[src/rtl/slope_pkg.sv]
`timescale 1ns/1ps
package slope_pkg;
    localparam int CODE_W_DEF = 9;

    localparam logic [1:0] SLP_STATIC = 2'd0;
    localparam logic [1:0] SLP_DOWN   = 2'd1;
    localparam logic [1:0] SLP_UP     = 2'd2;
    localparam logic [1:0] SLP_TRI    = 2'd3;

    localparam logic [1:0] REF_B_HOLD    = 2'd1;
    localparam logic [1:0] REF_B_RESTART = 2'd2;

    localparam logic [1:0] START_RESTART = 2'd1;
    localparam logic [1:0] START_RESUME  = 2'd2;
    localparam logic [1:0] STOP_HALT     = 2'd1;
    localparam logic [1:0] STOP_FREEZE   = 2'd2;

    typedef enum logic [1:0] {
        ST_IDLE = 2'd0,
        ST_RUN  = 2'd1,
        ST_HALT = 2'd2,
        ST_HOLD = 2'd3
    } slope_state_e;
endpackage

[src/rtl/slope_prescaler.sv]
`timescale 1ns/1ps
module slope_prescaler #(
    parameter int CNT_W = 5,
    parameter int SW_W  = 5,
    parameter int WIN_W = 6
) (
    input  logic            clk,
    input  logic            rst_n,
    input  logic [1:0]      div_sel,
    input  logic            fix_off,
    input  logic            run_set,
    input  logic            halt,
    input  logic            clear,
    input  logic            swallow_en,
    input  logic [SW_W-1:0] swallow_n,
    input  logic [1:0]      win_sel,
    output logic            step_en
);
    logic [CNT_W-1:0] cnt_q;
    logic [WIN_W-1:0] win_q, win_lim;
    logic [SW_W-1:0]  sc_q;
    logic             run_q, tick, hit;
    logic [2:0]       shift;
    logic [CNT_W:0]   lim_ext;
    logic [CNT_W-1:0] lim;

    assign shift   = {1'b0, div_sel} + (fix_off ? 3'd0 : 3'd2);
    assign lim_ext = ({{CNT_W{1'b0}}, 1'b1} << shift) - 1'b1;
    assign lim     = lim_ext[CNT_W-1:0];

    always_comb begin
        unique case (win_sel)
            2'd0:    win_lim = WIN_W'(15);
            2'd1:    win_lim = WIN_W'(31);
            default: win_lim = WIN_W'(63);
        endcase
    end

    assign tick    = run_q && (cnt_q >= lim);
    assign hit     = tick && swallow_en && (sc_q < swallow_n);
    assign step_en = tick && !hit;

    always_ff @(posedge clk or negedge rst_n) begin
        if (!rst_n) begin
            run_q <= 1'b0;
            cnt_q <= '0;
            win_q <= '0;
            sc_q  <= '0;
        end else begin
            if (halt)         run_q <= 1'b0;
            else if (run_set) run_q <= 1'b1;
            if (clear) begin
                cnt_q <= '0;
                win_q <= '0;
                sc_q  <= '0;
            end else if (run_q) begin
                cnt_q <= (cnt_q >= lim) ? '0 : cnt_q + 1'b1;
                win_q <= (win_q == win_lim) ? '0 : win_q + 1'b1;
                if (win_q == win_lim) sc_q <= '0;
                else if (hit)         sc_q <= sc_q + 1'b1;
            end
        end
    end

    assert_halt_blocks_step_R12: assert property (@(posedge clk) disable iff (!rst_n)
        $past(halt) |-> !step_en);
endmodule

[src/rtl/slope_shadow.sv]
`timescale 1ns/1ps
module slope_shadow #(
    parameter int CODE_W = 9,
    parameter int SW_W   = 5
) (
    input  logic              clk,
    input  logic              rst_n,
    input  logic              xfer,
    input  logic [CODE_W-1:0] sh_ref_a,
    input  logic [SW_W-1:0]   sh_swallow,
    output logic [CODE_W-1:0] ref_a,
    output logic [SW_W-1:0]   swallow_n,
    output logic              done
);
    always_ff @(posedge clk or negedge rst_n) begin
        if (!rst_n) begin
            ref_a     <= '0;
            swallow_n <= '0;
            done      <= 1'b0;
        end else begin
            done <= xfer;
            if (xfer) begin
                ref_a     <= sh_ref_a;
                swallow_n <= sh_swallow;
            end
        end
    end

    assert_xfer_loads_R2: assert property (@(posedge clk) disable iff (!rst_n)
        $past(xfer) |-> (ref_a == $past(sh_ref_a)) && (swallow_n == $past(sh_swallow)) && done);
endmodule

[src/rtl/slope_core.sv]
`timescale 1ns/1ps
module slope_core
    import slope_pkg::*;
#(
    parameter int CODE_W = 9
) (
    input  logic              clk,
    input  logic              rst_n,
    input  logic [1:0]        slope_mode,
    input  logic [1:0]        ref_mode,
    input  logic [1:0]        gain,
    input  logic [1:0]        start_act,
    input  logic [1:0]        stop_act,
    input  logic [1:0]        init_mode,
    input  logic              start_trig,
    input  logic              stop_trig,
    input  logic              level_sel,
    input  logic              step_en,
    input  logic [CODE_W-1:0] ref_a,
    input  logic [CODE_W-1:0] ref_b,
    output logic [CODE_W-1:0] dac_code,
    output logic              conv_trig,
    output logic              evt_switch,
    output logic              evt_start,
    output logic              evt_stop
);
    localparam logic [CODE_W-1:0] CODE_MAX = '1;

    slope_state_e state_q, state_d;
    logic [CODE_W-1:0] ramp_q, ramp_d, dac_d, step, init_val, add_sat, sub_sat, stepped;
    logic [CODE_W:0]   add_ext;
    logic dir_dn_q, dir_dn_d, dir_step, load, start_go, stop_go, selb_q, selb_d;

    assign start_go = start_trig && (start_act == START_RESTART || start_act == START_RESUME);
    assign stop_go  = stop_trig && (stop_act == STOP_HALT || stop_act == STOP_FREEZE);
    assign step     = {{(CODE_W-1){1'b0}}, 1'b1} << gain;
    assign init_val = init_mode[0] ? ref_a : ref_b;
    assign add_ext  = {1'b0, ramp_q} + {1'b0, step};
    assign add_sat  = add_ext[CODE_W] ? CODE_MAX : add_ext[CODE_W-1:0];
    assign sub_sat  = (ramp_q < step) ? '0 : ramp_q - step;

    // one ramp step for the selected slope mode
    always_comb begin
        stepped  = ramp_q;
        dir_step = dir_dn_q;
        unique case (slope_mode)
            SLP_DOWN: stepped = (ref_mode == REF_B_RESTART && sub_sat <= ref_b) ? ref_a : sub_sat;
            SLP_UP:   stepped = (ref_mode == REF_B_RESTART && add_sat >= ref_b) ? ref_a : add_sat;
            SLP_TRI: begin
                if (dir_dn_q) begin
                    if (sub_sat <= ref_a) begin stepped = ref_a; dir_step = 1'b0; end
                    else stepped = sub_sat;
                end else begin
                    if (add_sat >= ref_b) begin stepped = ref_b; dir_step = 1'b1; end
                    else stepped = add_sat;
                end
            end
            default: stepped = ramp_q;
        endcase
    end

    // next-state logic
    always_comb begin
        state_d  = state_q;
        ramp_d   = ramp_q;
        dir_dn_d = dir_dn_q;
        load     = 1'b0;
        unique case (state_q)
            ST_IDLE: if (start_go) begin state_d = ST_RUN; load = 1'b1; end
            ST_RUN: begin
                if (stop_go)
                    state_d = (stop_act == STOP_FREEZE || ref_mode == REF_B_HOLD) ? ST_HOLD : ST_HALT;
                else if (start_trig && start_act == START_RESTART)
                    load = 1'b1;
                else if (step_en && slope_mode != SLP_STATIC) begin
                    ramp_d   = stepped;
                    dir_dn_d = dir_step;
                end
            end
            ST_HALT, ST_HOLD: if (start_go) begin
                state_d = ST_RUN;
                load    = (start_act == START_RESTART);
            end
            default: state_d = ST_IDLE;
        endcase
        if (load) begin
            ramp_d   = init_val;
            dir_dn_d = ~init_mode[0];
        end
    end

    assign selb_d = (state_d == ST_HOLD) ||
                    (state_d == ST_RUN && slope_mode == SLP_STATIC && level_sel);
    assign dac_d  = selb_d ? ref_b :
                    (state_d == ST_RUN && slope_mode == SLP_STATIC) ? ref_a : ramp_d;

    // state register
    always_ff @(posedge clk or negedge rst_n) begin
        if (!rst_n) begin
            state_q  <= ST_IDLE;
            ramp_q   <= '0;
            dir_dn_q <= 1'b0;
        end else begin
            state_q  <= state_d;
            ramp_q   <= ramp_d;
            dir_dn_q <= dir_dn_d;
        end
    end

    // output register
    always_ff @(posedge clk or negedge rst_n) begin
        if (!rst_n) begin
            dac_code   <= '0;
            conv_trig  <= 1'b0;
            evt_switch <= 1'b0;
            evt_start  <= 1'b0;
            evt_stop   <= 1'b0;
            selb_q     <= 1'b0;
        end else begin
            dac_code   <= dac_d;
            conv_trig  <= load ? !init_mode[1] : (dac_d != dac_code);
            evt_switch <= (selb_d != selb_q);
            evt_start  <= start_go;
            evt_stop   <= stop_go;
            selb_q     <= selb_d;
        end
    end

    assert_hold_drives_b_R8: assert property (@(posedge clk) disable iff (!rst_n)
        (state_q == ST_HOLD && $past(state_q) == ST_HOLD) |-> dac_code == $past(ref_b));

    assert_move_needs_tick_R11: assert property (@(posedge clk) disable iff (!rst_n)
        ($past(state_q) == ST_RUN && !$past(start_trig) && !$past(stop_trig) &&
         $past(slope_mode) != SLP_STATIC && dac_code != $past(dac_code)) |-> $past(step_en));

    assert_trig_on_change_R14: assert property (@(posedge clk) disable iff (!rst_n)
        (dac_code != $past(dac_code) && !$past(start_trig)) |-> conv_trig);
endmodule

[src/rtl/ramp_ref_gen.sv]
`timescale 1ns/1ps
module ramp_ref_gen
    import slope_pkg::*;
#(
    parameter int CODE_W    = CODE_W_DEF,
    parameter int SWALLOW_W = 5
) (
    input  logic                 clk,
    input  logic                 rst_n,
    input  logic [1:0]           slope_mode,
    input  logic [1:0]           ref_mode,
    input  logic [1:0]           step_gain,
    input  logic [1:0]           start_act,
    input  logic [1:0]           stop_act,
    input  logic [1:0]           psc_start_act,
    input  logic [1:0]           psc_stop_act,
    input  logic [1:0]           init_mode,
    input  logic [1:0]           psc_div,
    input  logic                 psc_fixdiv_off,
    input  logic                 swallow_en,
    input  logic [1:0]           swallow_win,
    input  logic [CODE_W-1:0]    ref_b,
    input  logic [CODE_W-1:0]    shadow_ref_a,
    input  logic [SWALLOW_W-1:0] shadow_swallow,
    input  logic                 shadow_xfer,
    input  logic                 start_trig,
    input  logic                 stop_trig,
    input  logic                 level_sel,
    output logic [CODE_W-1:0]    dac_code,
    output logic                 conv_trig,
    output logic                 evt_switch,
    output logic                 evt_start,
    output logic                 evt_stop,
    output logic                 evt_xfer_done
);
    localparam int PSC_CNT_W = 5;
    localparam int WIN_W     = 6;

    logic [CODE_W-1:0]    ref_a;
    logic [SWALLOW_W-1:0] swallow_n;
    logic                 step_en, psc_run, psc_halt, psc_clear;

    assign psc_run   = start_trig && psc_start_act[0];
    assign psc_halt  = stop_trig && psc_stop_act[0];
    assign psc_clear = (start_trig && psc_start_act[1]) || (stop_trig && psc_stop_act[1]);

    slope_shadow #(.CODE_W(CODE_W), .SW_W(SWALLOW_W)) u_shadow (
        .clk(clk), .rst_n(rst_n), .xfer(shadow_xfer),
        .sh_ref_a(shadow_ref_a), .sh_swallow(shadow_swallow),
        .ref_a(ref_a), .swallow_n(swallow_n), .done(evt_xfer_done)
    );

    slope_prescaler #(.CNT_W(PSC_CNT_W), .SW_W(SWALLOW_W), .WIN_W(WIN_W)) u_psc (
        .clk(clk), .rst_n(rst_n), .div_sel(psc_div), .fix_off(psc_fixdiv_off),
        .run_set(psc_run), .halt(psc_halt), .clear(psc_clear),
        .swallow_en(swallow_en), .swallow_n(swallow_n), .win_sel(swallow_win),
        .step_en(step_en)
    );

    slope_core #(.CODE_W(CODE_W)) u_core (
        .clk(clk), .rst_n(rst_n), .slope_mode(slope_mode), .ref_mode(ref_mode),
        .gain(step_gain), .start_act(start_act), .stop_act(stop_act),
        .init_mode(init_mode), .start_trig(start_trig), .stop_trig(stop_trig),
        .level_sel(level_sel), .step_en(step_en), .ref_a(ref_a), .ref_b(ref_b),
        .dac_code(dac_code), .conv_trig(conv_trig), .evt_switch(evt_switch),
        .evt_start(evt_start), .evt_stop(evt_stop)
    );
endmodule

[config.mk]
export PLATFORM = sky130hd
export DESIGN_NAME = ramp_ref_gen
export DESIGN_NICKNAME = d
export VERILOG_FILES = /design/src/rtl/slope_pkg.sv /design/src/rtl/slope_prescaler.sv /design/src/rtl/slope_shadow.sv /design/src/rtl/slope_core.sv /design/src/rtl/ramp_ref_gen.sv
export SDC_FILE = /design/constraint.sdc
export NUM_CORES = 1
export LEC_CHECK = 0
export BUFFER_PORTS_ARGS = -buffer_cell sky130_fd_sc_hd__buf_2
export CAP_MARGIN = 10
export CORE_UTILIZATION = 54
export DETAILED_ROUTE_END_ITERATION = 8
export PLACE_DENSITY = 0.86
export SKIP_LAST_GASP = 1
export SYNTH_ARGS = -nofsm -noshare
export SYNTH_HDL_FRONTEND = slang
export SYNTH_SLANG_ARGS = --single-unit
export TNS_END_PERCENT = 50
[constraint.sdc]
create_clock -name clk -period 4.78 [get_ports clk]
set_input_delay 0.956 -clock clk [delete_from_list [all_inputs] [get_ports clk]]
set_output_delay 0.956 -clock clk [all_outputs]
set_load 0.005 [all_outputs]
# Word-level counts from Yosys, hierarchy flattened
# Index checks and enable logic that the tools add are counted.
# totals
wordCells	138
register_bits	58
inputBits	51
# op_classes
bitwise_logic	1
eq_ne	20
order_cmp	6
mux	49
n_shift	2
reduce_logical	37
add_sub_neg	7
# ops
cell	count
$mux 9	15
$mux 5	7
$pmux 9 s3	1
$le 9x9->1	2
$mux 6	3
$mux 1	17
$eq 2x2->1 const B	8
$logic_and 1x1->1	16
$eq 2x1->1 const B	7
$pmux 6 s2	1
$reduce_bool 2->1	6
$add 5x1->5 const B	2
$add 9x9->10	1
$ge 9x9->1	1
$lt 9x9->1	1
$ne 9x9->1	1
$shl 1x2->9 const A	1
$sub 9x9->9	1
$add 6x1->6 const B	1
$eq 6x6->1	1
$logic_not 2->1	3
$mux 2	3
$ge 5x5->1	1
$logic_or 1x1->1	5
other kinds (15)	17

# Logic depth before layout (Yosys ltp)
# depth
word_depth	20
depth_mapped	23
ltp_nobuf	22

# Hierarchy
# A second synthesis with hierarchy kept.
# hier_totals
hier_cells	680
hier_area_um2	5612.9
# modules_own_cells
mod	instances	area_each_um2	cells_each
slope_core	1	3848.7	511
slope_prescaler	1	1198.6	136
slope_shadow	1	544.3	30
ramp_ref_gen	1	21.3	3

# Worst setup path before layout
# Ideal clock, no wire load.
# synth_timing
kind	input-to-reg
start	input port step_gain[0]
end	register u_core.conv_trig
cell_stages	22
slack_ns	-0.961
arrival_time_ns	5.589
setup_ns	0.152
path_cell_list	nand2b_1 -> ha_1 -> buf_6 -> nor2b_1 -> o21a_1 -> or2_2 -> nor4_1 -> mux2i_1 -> inv_1 -> ha_1 -> nand3_1 -> or2_2 -> a2111o_1 -> o31ai_1 -> a221oi_2 -> mux2i_1 -> nor3_1 -> or4_1 -> xnor2_1 -> a21oi_1 -> a2111oi_2 -> a41oi_1
# synth_via
elab_chain_cells	16
word_cells_on_any_way	26
classes_between	2 x add/sub; 4 x order compare; 1 x eq/ne; 1 x shift; 16 x mux; 2 x reduce/logical
# synth_lines
item	line	rtl
start, declared	ramp_ref_gen.sv:12	input logic [1:0] step_gain,
$shl 1x2->9 (*)	slope_core.sv:36	assign step = {{(CODE_W-1){1'b0}}, 1'b1} << gain;
$add 9x9->10 (tied with other cells)	slope_core.sv:38	assign add_ext = {1'b0, ramp_q} + {1'b0, step};
$mux 9, on equally long branches	slope_core.sv:39, slope_core.sv:40	
$ge 9x9->1 (tied with other cells)	slope_core.sv:48, slope_core.sv:54	
$mux 9 (tied with other cells)	slope_core.sv:54	if (add_sat >= ref_b) begin stepped = ref_b; dir_step = 1'b1; end
$mux 9, on equally long branches	slope_core.sv:50, slope_core.sv:47, slope_core.sv:48	
$pmux 9 s3 (*)	slope_core.sv:46	unique case (slope_mode)
$mux 9 (*)	slope_core.sv:75	else if (step_en && slope_mode != SLP_STATIC) begin
$mux 9 (*)	slope_core.sv:73	else if (start_trig && start_act == START_RESTART)
$mux 9 (*)	slope_core.sv:71	if (stop_go)
$mux 9 (*)	slope_core.sv:68	unique case (state_q)
$mux 9 (*)	slope_core.sv:86	if (load) begin
net u_core.ramp_d[3]	slope_core.sv:30	logic [CODE_W-1:0] ramp_q, ramp_d, dac_d, step, init_val, add_sat, sub_sat, stepped;
$mux 9 (*)	slope_core.sv:95	(state_d == ST_RUN && slope_mode == SLP_STATIC) ? ref_a : ramp_d;
$mux 9 (*)	slope_core.sv:94	assign dac_d = selb_d ? ref_b :
$ne 9x9->1 (*)	slope_core.sv:121	conv_trig <= load ? !init_mode[1] : (dac_d != dac_code);
$mux 1 (*)	slope_core.sv:121	
end signal, assigned	slope_core.sv:121	
end, declared	slope_core.sv:22	output logic conv_trig,
# The timed path passes the listed nets; every way through them passes the cells marked *.
# A chain may end at the register's enable or synchronous reset.

# Final worst setup path
# Ends and elaborated chain as after synthesis.

==> metrics.md <==
| Metric | Value |
|---|---|
| Cell Pwr Density | `roughly 620 nW/um^2` |
| Placer congestion estimate | `between 1 and 1.5` |
| Synth async-reset ratio | `100.0%` |
| Overall Global Routing Usage | `a little over two fifths` |
| Hold WS | `between 0.4 and 0.5 ns` |
| Clock Sinks | `58` |
| Yosys warning count | `0` |
| Rel. slew slack | `about 43%` |
| Area Growth Syn to Fin | `43.00%` |
| Core ar. | `between 9000 and 10000 sq um` |
| Slowest stage delay, CP | `0.51 ns` |
| Crit. End Element | `flip-flop` |
| Leading area contributor after synthesis | `dfrtp_1` |
| Post-synth EDFFs | `0` |
| FMAX | `between 150 and 200 MHz` |
| Post-Route Setup TNS | `-3.062 ns` |
| Synthesized instance count | `roughly 700` |
| Setup Crit Path Kind | `in2reg` |
| Mean post-synth cell area | `a little under 8 sq um` |
| Int Pwr | `~2600 uW` |
| CTS max path bufs | `2` |
| Sequential fraction of the synthesis area | `26.42%` |
| Vias per cell | `roughly 6.4` |
| Residual DRC | `0` |
| Maximum number of pins on one net before global-route repair | `59` |
| N_diodes | `0` |
| Crit path max-delay cell type | `or4_4` |
| PnR worst setup slack | `-0.7974 ns` |
| I/O Buffers | `64` |
| Setup violators final | `14` |
| Worst hold path type | `reg2reg` |
| Final slew viol count | `0` |
| Initial Utilization | `roughly 56%` |
| Final Skew | `roughly 0.0083 ns` |
| Post-CTS Hold Buffers | `0` |
| CP max FO | `6` |
| Multi-input gate area | `around 4200 sq um` |
| Die Ht | `between 100 and 150 um` |
| Reg clk slew, reported paths | `0.07 ns` |
| CP startpoint kind | `input port` |
| Tmin final | `about 5.6 ns` |
| Cell area after synthesis | `about 5500 sq um` |
| Register area | `about 1500 sq um` |
| Unrepaired setup endpoints after global routing | `true` |
| Antenna violations before repair | `0` |
| Vias in the first global route | `roughly 6.4k` |
| Post-synth top area share | `26.42%` |
| Sw frac | `~46%` |
| Netlist cell types | `between 70 and 80` |
| Initial DRT Pass Iterations | `7` |
| Psw | `roughly 2200 uW` |
| Final wirelength | `22730 um` |
| Leak pwr | `around 0.0037 uW` |
| Clock power frac | `approximately 11%` |
| HPWL after detailed placement | `about 17000 um` |
| Critical-path cell list | `buf_8 > nor2_4 > ha_4 > fa_2 > nor2b_1 > o21a_1 > or2_4 > nor4_4 > mux2i_1 > inv_2 > ha_4 > nand3_2 > o211ai_1 > o31ai_4 > a221oi_4 > mux2i_1 > nor3_1 > or4_4 > xnor2_2 > a21oi_1 > a2111oi_2 > a41oi_2` |
| Share of layout cells above drive strength 1 | `approximately 35%` |
| Synth Flop Type | `dfrtp_1` |
| Final worst-path cycle share | `116.7%` |
| Total nets after synthesis | `798` |
| Status | `finished, violations left` |
| CTS H-tree depth | `3` |
| Count leader, synth | `nand2_1` |
| DIE AREA | `10580 sq um` |
| Number of buffers created by CTS | `9` |
| Number of nets in the layout | `~1.0k` |
| Final hold violations | `0` |
| Routed Antenna Nets | `0` |
| Remaining Overflow, GRT | `0` |
| Failing checks | `negative setup slack` |
| Clk Tree Root Cell | `clkbuf_8` |
| FP Rows | `36` |
| Comb pwr share | `approximately three quarters` |
| Initial DRC Count | `approximately 580` |
| Worst-Skew Late Latency | `~0.35 ns` |
| Top Ports | `65` |
| Wirelength per Cell | `around 22 um` |
| Fillers | `roughly 680` |
| Die W | `just over 100 um` |
| First-pass GRT wire length | `33320 um` |
| CP arrival | `between 5 and 6 ns` |
| Worst-margin pin slew | `between 0.8 and 0.9 ns` |
| Sequential power share | `~16%` |
| DR vias | `just under 7k` |
| Max-cap violation count | `0` |
| Req. time, crit path | `around 5 ns` |
| Synth area leaders | `dfrtp_1, ha_1, o21ai_0` |
| Yosys reg bits | `58` |
| Commonest cells in the synthesized netlist | `nand2_1, nor2_1, dfrtp_1, o21ai_0, inv_1` |
| VDD IR-drop max | `approximately 0.00046 V` |
| CTS tree | `done` |
cells in the final DEF, fill, tap and decap left out, drive strengths merged, types with 8 or more instances in the layout:
cell type,instances
buf,229
nand2,74
nor2,59
o21ai,59
dfrtp,58
inv,48
ha,47
a21oi,44
nand3,35
mux2i,18
nor3,16
xnor2,14
nand2b,12
xor2,11
o211ai,10
nor2b,10
clkbuf,10
a21o,9
nor4,9
and3,9
o31ai,8
a31oi,8
a211oi,8
final cells by class:
type,count,share of cell area (%)
multi-input combinational,564,53.72
timing repair buffer,229,20.56
sequential,58,18.47
inverter,49,2.341
tap,133,2.118
clock buffer,10,1.624
clock inverter,6,1.163
flip-flops by register name, summed over array words and instances (netlist names):
| signal | flops |
|---|---|
| u_shadow.done | 1 |
| u_core.conv_trig | 1 |
| u_psc.run_q | 1 |
| u_core.evt_start | 1 |
| u_core.selb_q | 1 |
| u_shadow.ref_a | 9 |
| u_psc.win_q | 6 |
| u_core.evt_stop | 1 |
| u_shadow.swallow_n | 5 |
| u_core.ramp_q | 9 |
| u_core.state_q | 2 |
| u_psc.cnt_q | 5 |
| u_psc.sc_q | 5 |
| u_core.dac_code | 9 |
| u_core.evt_switch | 1 |
| u_core.dir_dn_q | 1 |
metal layers:
metal	share of wire (%)	track usage, %	routed length [um]
met1	39	55.06	8870
met2	45	68.56	10200
met3	12	11.25	2692
met4	4.3	18.74	967
met5	0	0	0
stage by stage:
step | area, sq um | total power [uW] | instances | util [%] | setup slack (ns)
2_1_floorplan | 5603 | 2275 | 698 | - | -0.6812
3_3_place_gp | 7004 | 3589 | 1003 | 71.33 | -1.035
3_5_place_dp | 7004 | 3636 | 1003 | 71.33 | -1.136
4_1_cts | 7630 | 4449 | 1044 | 77.70 | -0.5162
5_1_grt | 7856 | 5082 | 1049 | 80.01 | -0.8372
6_report | 7856 | 4848 | 1049 | 80.01 | -0.7974
cells by family after synthesis:
| kind of cell | share of synthesized area [%] |
|---|---|
| AOI/OAI and AO/OA | 25.17 |
| xor gates and xnor gates | 4.122 |
| adders and majority gates | 11.43 |
| buffers and inverters | 5.420 |
| DFF | 26.42 |
| muxes | 3.689 |
| and+or+nand+nor | 23.75 |
power by group through the flow:
stage / logic, uW / registers (uW) / clock network, uW
floorplan: 1570 / 705 / 0
global placement: 2840 / 751 / 0
detailed placement: 2880 / 753 / 0
finish: 3560 / 765 / 527
CTS: 3180 / 747 / 521
global route: 3760 / 771 / 548
final timing paths:
| kind | cells past startpoint | start | slack (ns) | to |
|---|---|---|---|---|
| max in group asynchronous | 2 | rst_n | 3.51 | u_core.dac_code[2] |
| setup / recovery | 22 | step_gain[0] | -0.80 | u_core.conv_trig |
| setup reg to reg | 21 | u_core.ramp_q[0] | -0.46 | u_core.conv_trig |
| hold / removal | 1 | u_core.selb_q | 0.45 | u_core.evt_switch |
| hold reg to reg | 1 | u_core.selb_q | 0.45 | u_core.evt_switch |
| min in group asynchronous | 2 | rst_n | 0.77 | u_shadow.swallow_n[3] |
repair_timing:
action                                  in CTS  in global routing
gates cloned                                 0                  0
pin swaps                                   33                 24
setup buffers                               27                  6
endpoints found under the setup margin      16                 18
gates resized for setup                     49                 36
critical path, delay by kind of cell:
kind                       cells  cell delay [ns]
AOI/OAI and AO/OA              7             1.83
and+or+nand+nor                7             1.33
adders and majority gates      3             0.67
muxes                          2             0.62
buffers and inverters          2             0.22
xor gates and xnor gates       1             0.15
Note: power is estimated with default switching activity, not from simulation.
